===== src/rtl/gclk_pkg.sv =====
`timescale 1ns/1ps
// Shared types for the gated clock generator.
// Assumes: none; holds only type definitions.
package gclk_pkg;

    // Control states: idle with the window expired, running, and waiting out the recovery window.
    typedef enum logic [1:0] {
        CTL_IDLE    = 2'd0,
        CTL_RUN     = 2'd1,
        CTL_RECOVER = 2'd2
    } ctl_state_t;

endpackage


===== src/rtl/gclk_sync.sv =====
`timescale 1ns/1ps
// Brings the asynchronous active-low gate into the clk domain and detects its falling edge.
// Assumes: SYNC_STAGES >= 2. Reset loads the stages high, which is the inactive gate level.
module gclk_sync #(
    parameter int SYNC_STAGES = 2
) (
    input  logic clk,
    input  logic rst_n,
    input  logic gate_n_async,
    output logic gate_n_sync,
    output logic gate_fell
);
    localparam int TOTAL = SYNC_STAGES + 1;

    logic [TOTAL-1:0] stage;

    // Shift the raw gate through the synchronizer chain plus one history flop.
    always_ff @(posedge clk) begin
        if (!rst_n) begin
            stage <= '1;
        end else begin
            stage <= {stage[TOTAL-2:0], gate_n_async};
        end
    end

    assign gate_n_sync = stage[SYNC_STAGES-1];
    assign gate_fell   = stage[SYNC_STAGES] & ~stage[SYNC_STAGES-1];
endmodule


===== src/rtl/gclk_ctrl.sv =====
`timescale 1ns/1ps
// Decides when the oscillator may run and enforces the post-stop recovery window.
// Assumes: gate_n_sync is already synchronous, and HALF_PERIOD >= 2.
module gclk_ctrl
    import gclk_pkg::*;
#(
    parameter int HALF_PERIOD = 4
) (
    input  logic clk,
    input  logic rst_n,
    input  logic gate_n_sync,
    input  logic gate_fell,
    output logic run_cmd,
    output logic violation
);
    localparam int CW = $clog2(HALF_PERIOD + 1);
    localparam logic [CW-1:0] RELOAD = CW'(HALF_PERIOD - 1);

    ctl_state_t    state;
    logic [CW-1:0] rcnt;

    // Advance the state and count down the recovery window.
    always_ff @(posedge clk) begin
        if (!rst_n) begin
            state <= CTL_IDLE;
            rcnt  <= '0;
        end else begin
            case (state)
                CTL_IDLE: begin
                    if (!gate_n_sync) state <= CTL_RUN;
                end
                CTL_RUN: begin
                    if (gate_n_sync) begin
                        state <= CTL_RECOVER;
                        rcnt  <= RELOAD;
                    end
                end
                CTL_RECOVER: begin
                    if (rcnt == '0) begin
                        state <= gate_n_sync ? CTL_IDLE : CTL_RUN;
                    end else begin
                        rcnt <= rcnt - 1'b1;
                    end
                end
                default: state <= CTL_IDLE;
            endcase
        end
    end

    // Flag a gate fall that has to be held off because the window is still open.
    always_ff @(posedge clk) begin
        if (!rst_n) begin
            violation <= 1'b0;
        end else begin
            violation <= (state == CTL_RECOVER) && (rcnt != '0) && gate_fell;
        end
    end

    assign run_cmd = (state == CTL_RUN);
endmodule


===== src/rtl/gclk_delay.sv =====
`timescale 1ns/1ps
// Delays the run command by a fixed number of cycles, so that start and stop share one latency.
// Assumes: DEPTH >= 0. The reset state is "not running".
module gclk_delay #(
    parameter int DEPTH = 2
) (
    input  logic clk,
    input  logic rst_n,
    input  logic d,
    output logic q
);
    generate
        if (DEPTH == 0) begin : g_none
            assign q = d;
        end else if (DEPTH == 1) begin : g_one
            logic r;
            // Single stage of delay.
            always_ff @(posedge clk) begin
                if (!rst_n) r <= 1'b0;
                else        r <= d;
            end
            assign q = r;
        end else begin : g_many
            logic [DEPTH-1:0] sr;
            // Shift register of DEPTH stages.
            always_ff @(posedge clk) begin
                if (!rst_n) sr <= '0;
                else        sr <= {sr[DEPTH-2:0], d};
            end
            assign q = sr[DEPTH-1];
        end
    endgenerate
endmodule


===== src/rtl/gclk_wave.sv =====
`timescale 1ns/1ps
// Square-wave generator. Each start begins in the high phase with a fresh count, and a stop forces the idle levels at once.
// Assumes: HALF_PERIOD >= 2, and run is synchronous.
module gclk_wave #(
    parameter int HALF_PERIOD = 4
) (
    input  logic clk,
    input  logic rst_n,
    input  logic run,
    output logic out_a,
    output logic out_b
);
    localparam int PW = $clog2(HALF_PERIOD);
    localparam logic [PW-1:0] LAST = PW'(HALF_PERIOD - 1);

    logic          active;
    logic          phase;
    logic [PW-1:0] cnt;

    // Restart the phase on start, toggle each half-period, and clear on stop.
    always_ff @(posedge clk) begin
        if (!rst_n) begin
            active <= 1'b0;
            phase  <= 1'b0;
            cnt    <= '0;
        end else if (!run) begin
            active <= 1'b0;
            phase  <= 1'b0;
            cnt    <= '0;
        end else if (!active) begin
            active <= 1'b1;
            phase  <= 1'b1;
            cnt    <= '0;
        end else if (cnt == LAST) begin
            cnt   <= '0;
            phase <= ~phase;
        end else begin
            cnt <= cnt + 1'b1;
        end
    end

    assign out_a = phase;
    assign out_b = phase | ~active;
endmodule


===== src/rtl/gated_clkgen.sv =====
`timescale 1ns/1ps
// Gated clock generator top. Chain: synchronizer, then control with recovery window, then latency line, then wave generator.
// Assumes: gate_n may be asynchronous. HALF_PERIOD >= 2. Start and stop latency is SYNC_STAGES + EXTRA_DELAY + 2 edges.
module gated_clkgen #(
    parameter int HALF_PERIOD = 4,
    parameter int SYNC_STAGES = 2,
    parameter int EXTRA_DELAY = 2
) (
    input  logic clk,
    input  logic rst_n,
    input  logic gate_n,
    output logic clk_a,
    output logic clk_b,
    output logic recovery_violation
);
    logic gate_n_s;
    logic gate_fell;
    logic run_cmd;
    logic run_late;

    gclk_sync #(.SYNC_STAGES(SYNC_STAGES)) u_sync (
        .clk(clk), .rst_n(rst_n), .gate_n_async(gate_n),
        .gate_n_sync(gate_n_s), .gate_fell(gate_fell)
    );

    gclk_ctrl #(.HALF_PERIOD(HALF_PERIOD)) u_ctrl (
        .clk(clk), .rst_n(rst_n), .gate_n_sync(gate_n_s), .gate_fell(gate_fell),
        .run_cmd(run_cmd), .violation(recovery_violation)
    );

    gclk_delay #(.DEPTH(EXTRA_DELAY)) u_dly (
        .clk(clk), .rst_n(rst_n), .d(run_cmd), .q(run_late)
    );

    gclk_wave #(.HALF_PERIOD(HALF_PERIOD)) u_wave (
        .clk(clk), .rst_n(rst_n), .run(run_late), .out_a(clk_a), .out_b(clk_b)
    );
endmodule


===== config.mk =====
export PLATFORM = sky130hd
export DESIGN_NAME = gated_clkgen
export DESIGN_NICKNAME = d
export VERILOG_FILES = /design/src/rtl/gclk_pkg.sv /design/src/rtl/gclk_sync.sv /design/src/rtl/gclk_ctrl.sv /design/src/rtl/gclk_delay.sv /design/src/rtl/gclk_wave.sv /design/src/rtl/gated_clkgen.sv
export SDC_FILE = /design/constraint.sdc
export NUM_CORES = 1
export LEC_CHECK = 0
export ABC_AREA = 1
export BUFFER_PORTS_ARGS = -buffer_cell sky130_fd_sc_hd__buf_2
export CAP_MARGIN = 40
export CORE_AREA = 3 3 40 42
export DETAILED_ROUTE_END_ITERATION = 16
export DIE_AREA = 0 0 43 45
export HOLD_SLACK_MARGIN = 0.15
export PLACE_DENSITY = 0.62
export SETUP_SLACK_MARGIN = 0.15
export SKIP_LAST_GASP = 1
export SLEW_MARGIN = 5
export SYNTH_ARGS = -nofsm -noshare
export SYNTH_HDL_FRONTEND = slang
export SYNTH_HIERARCHICAL = 1
export SYNTH_SLANG_ARGS = --single-unit
export TNS_END_PERCENT = 20

===== constraint.sdc =====
create_clock -name clk -period 3 [get_ports clk]
set_input_delay 0.15 -clock clk [delete_from_list [all_inputs] [get_ports clk]]
set_output_delay 0.15 -clock clk [all_outputs]
set_load 0.005 [all_outputs]

## After elaboration in Yosys (flattened, before gate mapping)

Index checks and enable logic that the tools add are counted.

| word-level totals | value |
|---|---|
| output and inout bits | 3 |
| bits in latches | 0 |
| logic and storage cells | 46 |
| memories | 0 |
| memory bits (writable) | 0 |
| ROM bits | 0 |
| flip-flop bits (word level) | 15 |

| operators by class | value |
|---|---|
| add/sub/neg operators | 2 |
| bitwise gates (word level) | 7 |
| $mul | 0 |
| order comparisons | 0 |
| multiplexer cells | 11 |
| divide/modulo/power cells | 0 |
| shift-type cells | 0 |
| eq/ne operators | 8 |
| reduce and logical (&&, ||, !) cells | 10 |

Operator list:

| operator | number |
|---|---|
| != test 2 bit, second input constant | 4 |
| two-way mux 2 bit | 3 |
| two-way mux 3 bit | 2 |
| case mux 2 bit (3 select lines) | 1 |
| case mux 3 bit (2 select lines) | 1 |
| AND reduction 3 bit | 2 |
| NOT 1 bit | 5 |
| equality test 2 bit, second input constant | 2 |
| two-way mux 1 bit | 4 |
| OR reduction 4 bit | 1 |
| zero test 3 bit | 1 |
| nonzero test 3 bit | 1 |
| subtractor 3 x 1 -> 3 bit, second input constant | 1 |
| adder 2 x 1 -> 2 bit, second input constant | 1 |
| equality test 2 x 1 -> 1 bit, second input constant | 1 |
| logical AND 1 bit | 2 |
| zero test 2 bit | 1 |
| != test 2 x 1 -> 1 bit, second input constant | 1 |
| AND reduction 2 bit | 1 |
| nonzero test 2 bit | 1 |
| bitwise AND 1 bit | 1 |
| bitwise OR 1 bit | 1 |

## Longest topological paths before layout

| logic depth | value |
|---|---|
| depth after elaboration | 3 |
| mapped depth | 8 |
| mapped depth without buffers | 8 |

## By module

The synthesis kept the hierarchy.

Modules (own cells, without submodules):

| module | area each (um^2) | cells an instance | times used | seq. area each (um^2) |
|---|---|---|---|---|
| gclk_ctrl | 294.0 | 38 | 1 | 120.1 |
| gclk_wave | 157.7 | 17 | 1 | 80.1 |
| gclk_sync | 90.1 | 11 | 1 | 60.1 |
| gclk_delay | 55.1 | 6 | 1 | 40.0 |

## Least setup slack after synthesis

No wires, ideal clock.

| timing path | value |
|---|---|
| kind | register to register |
| start point | reg u_ctrl.rcnt[0] |
| end point | reg u_ctrl.rcnt[2] |
| library setup time | 114 ps |
| slack | 1,932 ps |
| buffers on the path | 0 |
| arrival | 954 ps |
| stages on the path, launching flop included | 9 |
| data required time | 2,886 ps |
| cells stage by stage | dfxtp_1 -> inv_1 -> ha_1 -> nand2_1 -> nand2_4 -> nand2_4 -> nand2_1 -> nand2_1 -> nor2_2 |

| on the way | value |
|---|---|
| word-level cells in the longest chain between the ends | 3 |
| elaborated cells between the ends (all ways) | 6 |
| those cells by class | 1 x add/sub; 1 x eq/ne; 2 x mux; 2 x reduce/logical |

Ends and longest elaborated chain:

| element | line | text |
|---|---|---|
| start, declared | gclk_ctrl.sv:20 | `logic [CW-1:0] rcnt;` |
| start signal, assigned | gclk_ctrl.sv:42 | `rcnt <= rcnt - 1'b1;` |
| subtractor 3 x 1 -> 3 bit or zero test 3 bit (tied branches) | gclk_ctrl.sv:42, gclk_ctrl.sv:39 |  |
| two-way mux 3 bit or != test 2 bit (tied branches) | -- |  |
| case mux 3 bit (2 select lines) or AND reduction 3 bit (tied branches) | -- |  |

Several ways; a longest one is shown, not always the timed one. The select of a mux whose other input is x is not followed.
A chain may end at the register's enable or synchronous reset.

## Worst setup path after layout

| timing path | value |
|---|---|
| start point | in rst_n |
| end point | reg u_sync.stage[0] |

RTL lines:

| element | line | text |
|---|---|---|
| start, declared | gated_clkgen.sv:10 | `input logic rst_n,` |
| end signal, assigned | gclk_sync.sv:22 | `stage <= {stage[TOTAL-2:0], gate_n_async};` |
| end, declared | gclk_sync.sv:15 | `logic [TOTAL-1:0] stage;` |

No word-level cell between the ends.

==> results_dict.tcl <==
set metrics [dict create \
    status "finished clean" \
    hold_viol 0 \
    met2_length_um 419 \
    die-area_um2 1940 \
    diodes 0 \
    setup_viol 0 \
    dp_hpwl_um 636 \
    yosys-top-cells-count "nand2_1, dfxtp_1, inv_1" \
    grt_pass1_wl_um 1480 \
    wire_per_inst_um 8.93 \
    worstMarginPinSlew_ps 191 \
    via_per_inst 4.34 \
    gp_congestion 0.754 \
    power.internal_mw 0.264 \
    io_pins 6 \
    port_buffers 5 \
    cap_violations 0 \
    min_period_ps 1360 \
    fin_skew_ps 2.93 \
    cp_max_fo 11 \
    vias 430 \
    yosysSeqAreaShare_pct 50.3 \
    yosysUniqueCellTypes 16 \
    core.rowCount 13 \
    cts_root_buf "clkbuf_4" \
    maxSlewViolCount 0 \
    peakVddDrop_v 0.000384 \
    grt_max_degree 12 \
    worstPathRequired_ps 3170 \
    fin_crit_sh_pct 45.2 \
    dr.max_layer_used "met4" \
    p_leak_nw 0.351 \
    wl_met1_um 393 \
    p_sw_mw 0.0727 \
    drt_iter0_drc 5 \
    die_h_um 45 \
    synth_area_leaders "dfxtp_1, nand2_1, inv_1" \
    ant_nets 0 \
    ctsHtreeMaxLevel 1 \
    syn_nets 78 \
    syn_inst 72 \
    wl_met3_um 61 \
    cp-start-kind "input pin" \
    core_um2 1280 \
    synth_edf_count 0 \
    die_w_um 43 \
    grt_pass1_vias 387 \
    overflow 0 \
    clock_sinks 15 \
    holdCritStartpoint "u_sync/stage[0]" \
    swShare_pct 21.6 \
    yosysMostFrequentCell "nand2_1" \
    synth_warnings 6 \
    drive_above_1_share_pct 20.2 \
    rsz0062_at_grt "no" \
    crit_path_start "rst_n" \
    crit_arrival_ps 1530 \
    clock_latency_ps 280 \
    synth_area_um2 597 \
    drc 0 \
    crit_type "in -> reg" \
    postCtsSetupBuffers 0 \
    clkPwrFrac_pct 32.4 \
    numCtsBuffers 3 \
    antenna_found_initial 0 \
    drt_first_pass_iters 2 \
    wl_um 884 \
    synth_top_area_share_pct 50.3 \
    endpoint_kind "flop" \
    postSynth.asyncResetShare_pct 0 \
    clockBufferDepth 2 \
    grtUsageTotal_pct 11.0 \
    relSlewSlack_pct 87.3 \
    p_per_area_nw_per_um2 484 \
    synth_ff_type "dfxtp_1" \
    final_util_pct 54.2 \
    hp-class "reg -> reg" \
    fin_tns_setup_ps 0 \
    tritoncts "done" \
    layout.nets 91 \
    seqPwrFrac_pct 61.0 \
    fmax_ghz 0.737 \
    yosys.area.top_type "dfxtp_1" \
    rr_startpoint "u_ctrl/rcnt[0]" \
    combPwrFrac_pct 6.6 \
    start_util_pct 46.4 \
    syn_area_per_cell_um2 8.29 \
    cts.repair.resized 0 \
    syn_to_final_growth_pct 16.8 \
    clk_pin_slew_ps 80 \
    synth-seq-cells 15 \
]
cell families after synthesis:
kind of cell	after synthesis	synth area share (%)
simple gates	34	29.4
buf+inv	15	9.43
flops	15	50.3
compound gates	5	4.61
fa+ha+maj	3	6.29
what timing repair did:
| action | 4_1_cts | 5_1_grt |
|---|---|---|
| hold endpoints to repair | 3 | 0 |
| hold buffers | 3 | 0 |
| setup endpoints to repair | 0 | 0 |
layout by cell type, fill, tap and decap left out, types with 2 or more instances in the layout:
| cell | instances |
|---|---|
| inv_2 | 2 |
| ha_1 | 3 |
| nor2_1 | 7 |
| a21oi_1 | 3 |
| buf_2 | 5 |
| inv_1 | 13 |
| nand2_1 | 16 |
| clkbuf_4 | 3 |
| dfxtp_1 | 15 |
| dlygate4sd3_1 | 3 |
| nand3_1 | 4 |
| nand2_4 | 2 |
power groups by stage:
stage	Sequential (mW)	Combinational, mW	Clock [mW]
2_1_floorplan	0.210	0.0136	0
3_3_place_gp	0.210	0.0187	0
3_5_place_dp	0.211	0.0191	0
4_1_cts	0.206	0.0221	0.116
5_1_grt	0.206	0.0255	0.123
6_report	0.206	0.0222	0.109
area by class of cell:
type	count	area [um2]
Sequential cell	15	300
Multi-Input combinational cell	42	240
Fill cell	119	588
Tap cell	15	18.8
Timing Repair Buffer	8	55.1
Clock buffer	4	26.3
Inverter	15	56.3
flip-flops by register name (all words and copies together) (netlist names):
| register | cells |
|---|---|
| u_wave/cnt | 2 |
| u_ctrl/rcnt | 3 |
| u_ctrl/state | 2 |
| u_wave/out_a | 1 |
| u_sync/stage | 3 |
| u_dly/g_many.sr | 2 |
| u_ctrl/violation | 1 |
| u_wave/active | 1 |
path summary, 6_finish.rpt:
check                                        to  slack, ps  depth (start not counted)
worst max-delay path            u_sync/stage[0]       1640                          4
worst min-delay path            u_sync/stage[1]        410                          2
worst max register to register   u_ctrl/rcnt[2]       1840                          7
worst min register to register  u_sync/stage[1]        410                          2
per-layer routing:
metal / vias to the layer above / global-route usage, %
met5: - / 0
met3: 3 / 7.17
met4: 0 / 5.42
met2: 9 / 18.9
li1: 245 / -
met1: 173 / 10.1
metrics by stage:
| step | cells | power (mW) | hold slack [ps] | worst slack (ps) | area (um2) |
|---|---|---|---|---|---|
| CTS | 99 | 0.344 | 411 | 1680 | 697 |
| global placement | 92 | 0.229 | 324 | 1900 | 641 |
| floorplan | 72 | 0.224 | 219 | 1930 | 597 |
| finish | 99 | 0.337 | 407 | 1640 | 697 |
| detailed placement | 92 | 0.230 | 331 | 1850 | 641 |
| global route | 99 | 0.355 | 426 | 1610 | 697 |
critical path, cell delays in order:
cell and delay [ps]:
dlygate4sd3_1 530, buf_2 220, nand2_1 70, dlygate4sd3_1 550
Note: power is estimated with default switching activity, not from simulation.
